## src/rtl/i2c_wslave_pkg.sv

```systemverilog
package i2c_wslave_pkg;
  localparam int BYTE_W = 8;
  localparam int WORD_W = 2 * BYTE_W;

  typedef enum logic [3:0] {
    ST_IDLE, ST_DEV, ST_SUB, ST_WHI, ST_WLO, ST_WIGN,
    ST_ACK, ST_RD, ST_RACK, ST_WAIT
  } wst_t;
endpackage

```

## src/rtl/i2c_line_sync.sv

```systemverilog
module i2c_line_sync #(
  parameter int SYNC_STAGES = 2
) (
  input  logic clk,
  input  logic rst,
  input  logic scl_i,
  input  logic sda_i,
  output logic scl_s,
  output logic sda_s,
  output logic scl_rise,
  output logic scl_fall,
  output logic start_ev,
  output logic stop_ev
);
  logic [SYNC_STAGES-1:0] scl_q, sda_q;
  logic scl_d, sda_d;

  always_ff @(posedge clk) begin
    if (rst) begin
      scl_q <= '1;
      sda_q <= '1;
      scl_d <= 1'b1;
      sda_d <= 1'b1;
    end else begin
      scl_q <= {scl_q[SYNC_STAGES-2:0], scl_i};
      sda_q <= {sda_q[SYNC_STAGES-2:0], sda_i};
      scl_d <= scl_q[SYNC_STAGES-1];
      sda_d <= sda_q[SYNC_STAGES-1];
    end
  end

  assign scl_s    = scl_q[SYNC_STAGES-1];
  assign sda_s    = sda_q[SYNC_STAGES-1];
  assign scl_rise = scl_s & ~scl_d;
  assign scl_fall = ~scl_s & scl_d;
  assign start_ev = scl_s & scl_d & ~sda_s & sda_d;
  assign stop_ev  = scl_s & scl_d & sda_s & ~sda_d;
endmodule

```

## src/rtl/i2c_word_fsm.sv

```systemverilog
module i2c_word_fsm
  import i2c_wslave_pkg::*;
#(
  parameter logic [6:0]        DEV_ADDR     = 7'h34,
  parameter logic [BYTE_W-1:0] STREAM_ADDR  = 8'h04,
  parameter int                STREAM_BYTES = 56
) (
  input  logic              clk,
  input  logic              rst,
  input  logic              sda_s,
  input  logic              scl_rise,
  input  logic              scl_fall,
  input  logic              start_ev,
  input  logic              stop_ev,
  input  logic [WORD_W-1:0] reg_rdata,
  output logic              sda_oe,
  output logic [BYTE_W-1:0] reg_addr,
  output logic [WORD_W-1:0] reg_wdata,
  output logic              reg_we,
  output logic              reg_rd_strobe
);
  localparam int SB_W = $clog2(STREAM_BYTES + 1);
  localparam logic [SB_W-1:0] SB_MAX = SB_W'(STREAM_BYTES);

  wst_t              st, ack_next;
  logic [BYTE_W-1:0] sh, hi_q, tx_byte;
  logic [3:0]        bitcnt;
  logic              lo_sel, rd_acked, is_stream, stream_open;
  logic [SB_W-1:0]   sbytes;

  assign is_stream   = (reg_addr == STREAM_ADDR);
  assign stream_open = (sbytes < SB_MAX);

  always_comb begin
    if (is_stream && !stream_open) tx_byte = '0;
    else if (lo_sel)               tx_byte = reg_rdata[BYTE_W-1:0];
    else                           tx_byte = reg_rdata[WORD_W-1:BYTE_W];
  end

  always_ff @(posedge clk) begin
    if (rst) begin
      st            <= ST_IDLE;
      ack_next      <= ST_IDLE;
      sda_oe        <= 1'b0;
      reg_addr      <= '0;
      reg_wdata     <= '0;
      reg_we        <= 1'b0;
      reg_rd_strobe <= 1'b0;
      sh            <= '0;
      hi_q          <= '0;
      bitcnt        <= '0;
      lo_sel        <= 1'b0;
      rd_acked      <= 1'b0;
      sbytes        <= '0;
    end else begin
      reg_we        <= 1'b0;
      reg_rd_strobe <= 1'b0;
      if (start_ev) begin
        st     <= ST_DEV;
        bitcnt <= '0;
        sda_oe <= 1'b0;
        sbytes <= '0;
        lo_sel <= 1'b0;
      end else if (stop_ev) begin
        st     <= ST_IDLE;
        sda_oe <= 1'b0;
      end else begin
        unique case (st)
          ST_DEV, ST_SUB, ST_WHI, ST_WLO, ST_WIGN: begin
            if (scl_rise && bitcnt < 4'd8) begin
              sh     <= {sh[BYTE_W-2:0], sda_s};
              bitcnt <= bitcnt + 4'd1;
            end else if (scl_fall && bitcnt == 4'd8) begin
              bitcnt <= '0;
              if (st == ST_DEV && sh[7:1] != DEV_ADDR) begin
                st <= ST_WAIT;
              end else begin
                sda_oe <= 1'b1;
                st     <= ST_ACK;
                unique case (st)
                  ST_DEV: ack_next <= sh[0] ? ST_RD : ST_SUB;
                  ST_SUB: begin
                    reg_addr <= sh;
                    ack_next <= ST_WHI;
                  end
                  ST_WHI: begin
                    hi_q     <= sh;
                    ack_next <= ST_WLO;
                  end
                  ST_WLO: begin
                    reg_we    <= 1'b1;
                    reg_wdata <= {hi_q, sh};
                    ack_next  <= ST_WIGN;
                  end
                  default: ack_next <= ST_WIGN;
                endcase
              end
            end
          end
          ST_ACK: begin
            if (scl_fall) begin
              if (ack_next == ST_RD) begin
                sh     <= tx_byte;
                sda_oe <= ~tx_byte[BYTE_W-1];
                bitcnt <= 4'd1;
              end else begin
                sda_oe <= 1'b0;
                bitcnt <= '0;
              end
              st <= ack_next;
            end
          end
          ST_RD: begin
            if (scl_fall) begin
              if (bitcnt == 4'd8) begin
                sda_oe   <= 1'b0;
                bitcnt   <= '0;
                rd_acked <= 1'b0;
                st       <= ST_RACK;
              end else begin
                sda_oe <= ~sh[BYTE_W-2];
                sh     <= {sh[BYTE_W-2:0], 1'b0};
                bitcnt <= bitcnt + 4'd1;
              end
            end
          end
          ST_RACK: begin
            if (scl_rise) begin
              if (sda_s) st <= ST_WAIT;
              else       rd_acked <= 1'b1;
              if (is_stream && stream_open) begin
                sbytes <= sbytes + SB_W'(1);
                if (lo_sel) reg_rd_strobe <= 1'b1;
              end
              lo_sel <= ~lo_sel;
            end else if (scl_fall && rd_acked) begin
              sh     <= tx_byte;
              sda_oe <= ~tx_byte[BYTE_W-1];
              bitcnt <= 4'd1;
              st     <= ST_RD;
            end
          end
          default: ;
        endcase
      end
    end
  end
endmodule

```

## src/rtl/i2c_word_slave.sv

```systemverilog
module i2c_word_slave
  import i2c_wslave_pkg::*;
#(
  parameter logic [6:0] DEV_ADDR     = 7'h34,
  parameter logic [7:0] STREAM_ADDR  = 8'h04,
  parameter int         STREAM_BYTES = 56,
  parameter int         SYNC_STAGES  = 2
) (
  input  logic        clk,
  input  logic        rst,
  input  logic        scl_i,
  input  logic        sda_i,
  output logic        sda_oe,
  output logic [7:0]  reg_addr,
  output logic [15:0] reg_wdata,
  output logic        reg_we,
  input  logic [15:0] reg_rdata,
  output logic        reg_rd_strobe
);
  logic scl_s, sda_s, scl_rise, scl_fall, start_ev, stop_ev;

  i2c_line_sync #(.SYNC_STAGES(SYNC_STAGES)) u_sync (
    .clk(clk), .rst(rst), .scl_i(scl_i), .sda_i(sda_i),
    .scl_s(scl_s), .sda_s(sda_s), .scl_rise(scl_rise), .scl_fall(scl_fall),
    .start_ev(start_ev), .stop_ev(stop_ev)
  );

  i2c_word_fsm #(
    .DEV_ADDR(DEV_ADDR), .STREAM_ADDR(STREAM_ADDR), .STREAM_BYTES(STREAM_BYTES)
  ) u_fsm (
    .clk(clk), .rst(rst), .sda_s(sda_s), .scl_rise(scl_rise), .scl_fall(scl_fall),
    .start_ev(start_ev), .stop_ev(stop_ev), .reg_rdata(reg_rdata),
    .sda_oe(sda_oe), .reg_addr(reg_addr), .reg_wdata(reg_wdata),
    .reg_we(reg_we), .reg_rd_strobe(reg_rd_strobe)
  );
endmodule

```

## config.mk

```make
export PLATFORM = sky130hd
export DESIGN_NAME = i2c_word_slave
export DESIGN_NICKNAME = d
export VERILOG_FILES = /design/src/rtl/i2c_wslave_pkg.sv /design/src/rtl/i2c_line_sync.sv /design/src/rtl/i2c_word_fsm.sv /design/src/rtl/i2c_word_slave.sv
export SDC_FILE = /design/constraint.sdc
export NUM_CORES = 1
export LEC_CHECK = 0
export ABC_CLOCK_PERIOD_IN_PS = 2950
export BUFFER_PORTS_ARGS = -buffer_cell sky130_fd_sc_hd__buf_2
export CAP_MARGIN = 20
export CORE_MARGIN = 3
export CORE_UTILIZATION = 59
export CTS_BUF_LIST = sky130_fd_sc_hd__clkbuf_8
export DETAILED_ROUTE_END_ITERATION = 6
export PLACE_DENSITY = 0.8
export SLEW_MARGIN = 40
export SYNTH_ARGS = -nofsm -noshare
export SYNTH_HDL_FRONTEND = slang
export SYNTH_HIERARCHICAL = 1
export SYNTH_SLANG_ARGS = --single-unit
```

## constraint.sdc

```tcl
create_clock -name clk -period 2.95 [get_ports clk]
set_clock_uncertainty 0.2 [all_clocks]
set_input_delay 0.1475 -clock clk [delete_from_list [all_inputs] [get_ports clk]]
set_output_delay 0.1475 -clock clk [all_outputs]
set_load 0.05 [all_outputs]
```

# [Yosys cells after proc, flatten, opt, wreduce, memory -nomap -nowiden]
# Cells that the tools add are included.
[totals] ff_bits=69 latch_bits=0 ramBits=0 romBits=0 inputBits=20 word_cells=157 memories=0
[classes] add_sub_neg=2 mul=0 div_mod_pow=0 magnitude_cmp=2 eq_ne=35 shifts=0 muxes=50 bitwise=23 n_reduce_logical=27
[ops] op="two-way mux 8 bit" count=9
[ops] op="two-way mux 4 bit" count=16
[ops] op="AND reduction 7 bit" count=5
[ops] op="one-hot mux 4 bit (4 select lines)" count=2
[ops] op="one-hot mux 8 bit (4 select lines)" count=1
[ops] op="AND reduction 8 bit" count=3
[ops] op="== test 4 x 3 -> 1 bit (second input constant)" count=5
[ops] op="two-way mux 1 bit" count=18
[ops] op="inequality test 2 x 1 -> 1 bit (second input constant)" count=8
[ops] op="inequality test 4 x 3 -> 1 bit (second input constant)" count=4
[ops] op="NOT 1 bit" count=16
[ops] op="one-hot mux 4 bit (3 select lines)" count=1
[ops] op="inequality test 2 bit (second input constant)" count=5
[ops] op="AND reduction 10 bit" count=1
[ops] op="== test 4 x 2 -> 1 bit (second input constant)" count=2
[ops] op="== test 4 bit (second input constant)" count=2
[ops] op="== test 8 x 3 -> 1 bit (second input constant)" count=1
[ops] op="bitwise AND 1 bit" count=7
[ops] op="inequality test 7 x 6 -> 1 bit (second input constant)" count=1
[ops] op="OR reduction 7 bit" count=1
[ops] op="adder 6 x 1 -> 6 bit (second input constant)" count=1
[ops] op="logical AND 1 bit" count=6
[ops] op="< comparator 6 bit (second input constant)" count=1
[ops] op="inequality test 3 x 1 -> 1 bit (second input constant)" count=2
[ops] op="other kinds (21)" count=21

# [Logic depth before layout (Yosys ltp)]
[depth] ltp_word=8 mapped_depth=9 mapped_depth_nobuf=7

# [Hierarchy]
# Netlist, hierarchy kept.
[by_module_without_submodules] mod="i2c_word_fsm" n_inst=1 cells_each=326 area_each_um2=2989.1 seq_area_each_um2=1241.2
[by_module_without_submodules] mod="i2c_line_sync" n_inst=1 cells_each=16 area_each_um2=190.2 seq_area_each_um2=120.1

# [Worst setup path before layout]
# Ideal clock, no wire load.
[synth_path] path_kind="register to register" startpoint="reg u_sync.scl_d" endpoint="reg u_fsm.sh[0]" t_arrival_ns=2.102 path_slack_ns=0.517 stages_incl_launch_ff=9 n_path_buf=2 synth_period_minus_slack_ns=2.433 cell_sequence="dfxtp_1 > nor2b_1 > and3b_1 > o32a_1 > or4b_1 > buf_2 > buf_6 > a311oi_1 > nor3_1"
[synth_lines] element="start: declaration" line_no="i2c_line_sync.sv:16" text="logic scl_d, sda_d;"
[synth_lines] element="start signal: assignment" line_no="i2c_line_sync.sv:27" text="scl_d <= scl_q[SYNC_STAGES-1];"
[synth_lines] element="bitwise AND 1 bit *" line_no="i2c_line_sync.sv:35" text="assign scl_fall = ~scl_s & scl_d;"
[synth_lines] element="named net scl_fall" line_no="i2c_word_slave.sv:20" text="logic scl_s, sda_s, scl_rise, scl_fall, start_ev, stop_ev;"
[synth_lines] element="logical AND 1 bit" line_no="i2c_word_fsm.sv:136" text="end else if (scl_fall && rd_acked) begin"
[synth_lines] element="inequality test 2 x 1 -> 1 bit (no line)"
[synth_lines] element="AND reduction 10 bit (no line) *"
[synth_lines] element="end signal: assignment" line_no="i2c_word_fsm.sv:71" text="sh <= {sh[BYTE_W-2:0], sda_s};"
[synth_lines] element="end signal: assignment" line_no="i2c_word_fsm.sv:122" text="sh <= {sh[BYTE_W-2:0], 1'b0};"
[synth_lines] element="end signal: assignment" line_no="i2c_word_fsm.sv:137" text="sh <= tx_byte;"
[synth_lines] element="end: declaration" line_no="i2c_word_fsm.sv:26" text="logic [BYTE_W-1:0] sh, hi_q, tx_byte;"
# Mark *: on every way through the listed nets, which the timed path passes. The rest lies on a longest branch.
# A chain may end at the register's enable or synchronous reset.

# [Final worst setup path]
[layout_path] startpoint="reg u_fsm.st[0]" endpoint="reg u_fsm.sh[6]"
[layout_between] elab_chain_cells=4
[layout_lines] element="start: declaration" line_no="i2c_word_fsm.sv:25" text="wst_t st, ack_next;"
[layout_lines] element="start signal: assignment" line_no="i2c_word_fsm.sv:110" text="st <= ack_next;"
[layout_lines] element="== test 4 x 3 -> 1 bit (tied with other cells)" line_no="i2c_word_fsm.sv:68" text="unique case (st)"
[layout_lines] element="OR reduction 5 bit" line_no="i2c_word_fsm.sv:68"
[layout_lines] element="inequality test 2 x 1 -> 1 bit (no line) / nonzero test 4 bit (equally long branches)"
[layout_lines] element="AND reduction 10 bit (no line)"
[layout_lines] element="end signal: assignment" line_no="i2c_word_fsm.sv:71"
[layout_lines] element="end signal: assignment" line_no="i2c_word_fsm.sv:103" text="sh <= tx_byte;"
[layout_lines] element="end signal: assignment" line_no="i2c_word_fsm.sv:122"
# Parallel ways exist; a longest one is shown, timed or not.

==> metrics <==
Critical Path End Type=flip-flop; outcome=completed; CTS Hold Buffers Added=2; worst path bufs/invs=0; root buf cell=clkbuf_8; Crit Path Category=reg2reg; DRC Markers=0; worst-case reg-to-reg path depth=5; critical-path cell list=or4b_1 > o32a_1 > or4b_1 > a221oi_1 > a211oi_1; Async S/R FF share, synth=0%; Slew headroom=49.9%; busiest metal layer after global routing=met2; # port buffers=46; Setup TNS Final=0 ps; Netlist cell types=55; EDFF count, synth=0; die width=79.4 um; Num CTS Buffers=9; final WL=7460 um; die area=0.00631 mm^2; syn_area_per_cell=9.30 um^2; vias per std cell=5.88; WP data required=2960 ps; Final ANT Viol Nets=0; GPL Wtd Cong=1.03; final hold violation count=0; Final HPWL DP=5220 um; Crit. path cell count=5; H-tree levels=3; Initial Utilization=61.5%; Hold Crit Class=in2reg; layout cells sized above 1=21.3%; Crit path max-delay family=simple AND/OR/NAND/NOR gates; clk slew on worst S/H paths=70 ps; Worst-Skew Late Latency=350 ps; Via Count=2760; Area Overhead vs Synth=17.0%; Worst EP arrival=2720 ps; Die H=79.4 um; crit path time final=2710 ps; leakage power=1.64 nW; peak supply drop=0.352 mV; Core ar.=0.00517 mm^2; vias in the first global route=2588; DRT Pass-1 Iters=4; crit share post-route=92.0%; Slew Viols, Final=0; Max stage delay on crit path=720 ps; Synth Flop Type=dfxtp_1; FP Rows=26; Worst Setup Start Kind=flip-flop; clock sink count=68; Setup Fix Bufs, Post-CTS=0; CP dominant cell by count=or4b_1; worst-path fanout max=16; Least-Margin Pin Slew=750 ps; Setup Viol. Count Final=0; Max-Cap Viols=0; Tot GR Track Use=25.4%; met1 Use GR=32.6%; synthesized area=0.00318 mm^2; ANT cells=0; fin nets=417; Synth warnings=6; drt first-iter violations=273; largest net degree at the start of global routing=56; Fmax=369 MHz; first-pass GRT wire length=12300 um; GR Util met3=7.79%; met2 usage=40.7%; worst-case clock buffer depth=2; Seq/Total Area, Yosys=42.8%; post-CTS sizing=0; synthesized instance count=342; FF+latch count, synth=68; Crit-path slowest cell=or4b_1; gr ovfl total=0; Pwr Density=486 mW/mm^2; Pwr Total=1.81 mW; Post-Syn Nets=365; post-DR wirelength/cell=15.9 um; hold path depth=4; initial antenna violation count=0; IO Count=47; unrepaired setup endpoints after global routing=no; TritonCTS clock tree=done
[Yosys cell counts, types with 5 or more instances]
cell      count  share of area [%]
a211oi_1      5                1.2
a21oi_1       6               0.94
a221oi_1      6                1.7
and3_1        7                1.4
clkbuf_1     11                1.3
dfxtp_1      68                 43
inv_1         8               0.94
mux2_2        6                2.1
mux2i_1      38                 12
nand2_1       9                1.1
nand3_1       8                1.3
nand3b_1      6                1.4
nor2_1       57                6.7
nor2b_1      12                2.4
nor3_1       19                3.0
o21ai_0       5               0.79
or2_1         6                1.2
xnor2_1       5                1.4
[path summary, 6_finish.rpt]
check | to | startpoint | slack, ps
setup reg to reg | u_fsm/sh[6] | u_fsm/st[0] | 240
hold reg to reg | u_sync/sda_q[1] | u_sync/sda_q[0] | 220
hold / removal | u_fsm/sh[3] | reg_rdata[11] | 50
setup / recovery | u_fsm/sh[6] | u_fsm/st[0] | 240
[flip-flops by register name, indices dropped and copies added (netlist names)]
signal / flops
u_fsm/sbytes: 6
u_sync/sda_d: 1
u_fsm/reg_rd_strobe: 1
u_fsm/sda_oe: 1
u_fsm/lo_sel: 1
u_fsm/bitcnt: 4
u_fsm/reg_addr: 8
u_sync/scl_q: 2
u_fsm/st: 4
u_sync/sda_q: 2
u_fsm/ack_next: 3
u_fsm/rd_acked: 1
u_sync/scl_d: 1
u_fsm/hi_q: 8
u_fsm/reg_we: 1
u_fsm/reg_wdata: 16
u_fsm/sh: 8
[through the flow]
step	utilization [%]	setup WS (ps)	cell area (um^2)	hold slack (ps)	std cells
global route	71.9	119	3720	59.5	469
finish	71.9	237	3720	47.6	469
detailed placement	67.6	292	3500	130	451
floorplan	-	517	3180	44.6	342
global placement	67.6	329	3500	127	451
CTS	71.9	279	3720	29.5	469
[layout make-up]
cell class | count | area [um^2]
clock inverter | 7 | 76.3
sequential | 68 | 1360
tap | 70 | 87.6
timing repair buffer | 59 | 335
clock buffer | 9 | 124
fill | 408 | 1450
inverter | 8 | 30.0
multi-input combinational | 248 | 1700
[routing by layer]
metal  vias up  wire, um
met5         -         0
met4         0       103
met3        10       474
met2        87      3610
met1      1318      3270
li1       1345         -
[worst register-to-register path, delay by kind of cell, from the launching register on]
family	cells	cell delay (ps)
AND/OR/NAND/NOR	2	1290
AO/OA/AOI/OAI	3	640
flip-flops	1	440
[layout by cell type, fill, tap and decap left out, types with 2 or more instances in the layout]
| cell type | count |
|---|---|
| dlygate4sd3_1 | 2 |
| nor2_1 | 57 |
| clkinv_4 | 2 |
| or2_1 | 6 |
| and3b_1 | 3 |
| a32o_1 | 2 |
| and3_1 | 7 |
| xnor2_1 | 5 |
| a311oi_1 | 3 |
| and4b_1 | 3 |
| dfxtp_1 | 68 |
| nand3b_1 | 6 |
| clkbuf_8 | 9 |
| nor2b_1 | 12 |
| nand2_1 | 9 |
| mux2_2 | 6 |
| o21a_1 | 2 |
| a31oi_1 | 3 |
| clkinvlp_4 | 2 |
| a21oi_1 | 6 |
| buf_2 | 45 |
| nor4_1 | 4 |
| mux2i_1 | 38 |
| o21ai_0 | 5 |
| nand3_1 | 8 |
| ha_1 | 3 |
| inv_1 | 8 |
| nor4b_1 | 2 |
| a221oi_1 | 6 |
| buf_4 | 12 |
| nor3_1 | 19 |
| a21boi_0 | 3 |
| a211oi_1 | 5 |
| nand2b_1 | 2 |
| or4b_1 | 2 |
[where the power goes]
group | internal [mW] | switching, mW | leakage, nW
Combinational | 0.0442 | 0.0559 | 0.991
Sequential | 0.930 | 0.0199 | 0.550
Clock | 0.394 | 0.366 | 0.0958
Total | 1.37 | 0.441 | 1.64
[kinds of logic (layout without fill, tap and decap cells)]
| kind of cell | after synthesis | in the layout | share of synthesized area (%) |
|---|---|---|---|
| AOI/OAI and AO/OA | 44 | 44 | 10.6 |
| and+or+nand+nor | 151 | 151 | 26.1 |
| xor gates and xnor gates | 6 | 6 | 1.65 |
| adders and majority gates | 3 | 3 | 1.18 |
| buffers and inverters | 26 | 83 | 3.58 |
| DFF | 68 | 68 | 42.8 |
| muxes | 44 | 44 | 14.1 |
No activity file was read; power rests on OpenSTA's default activity.
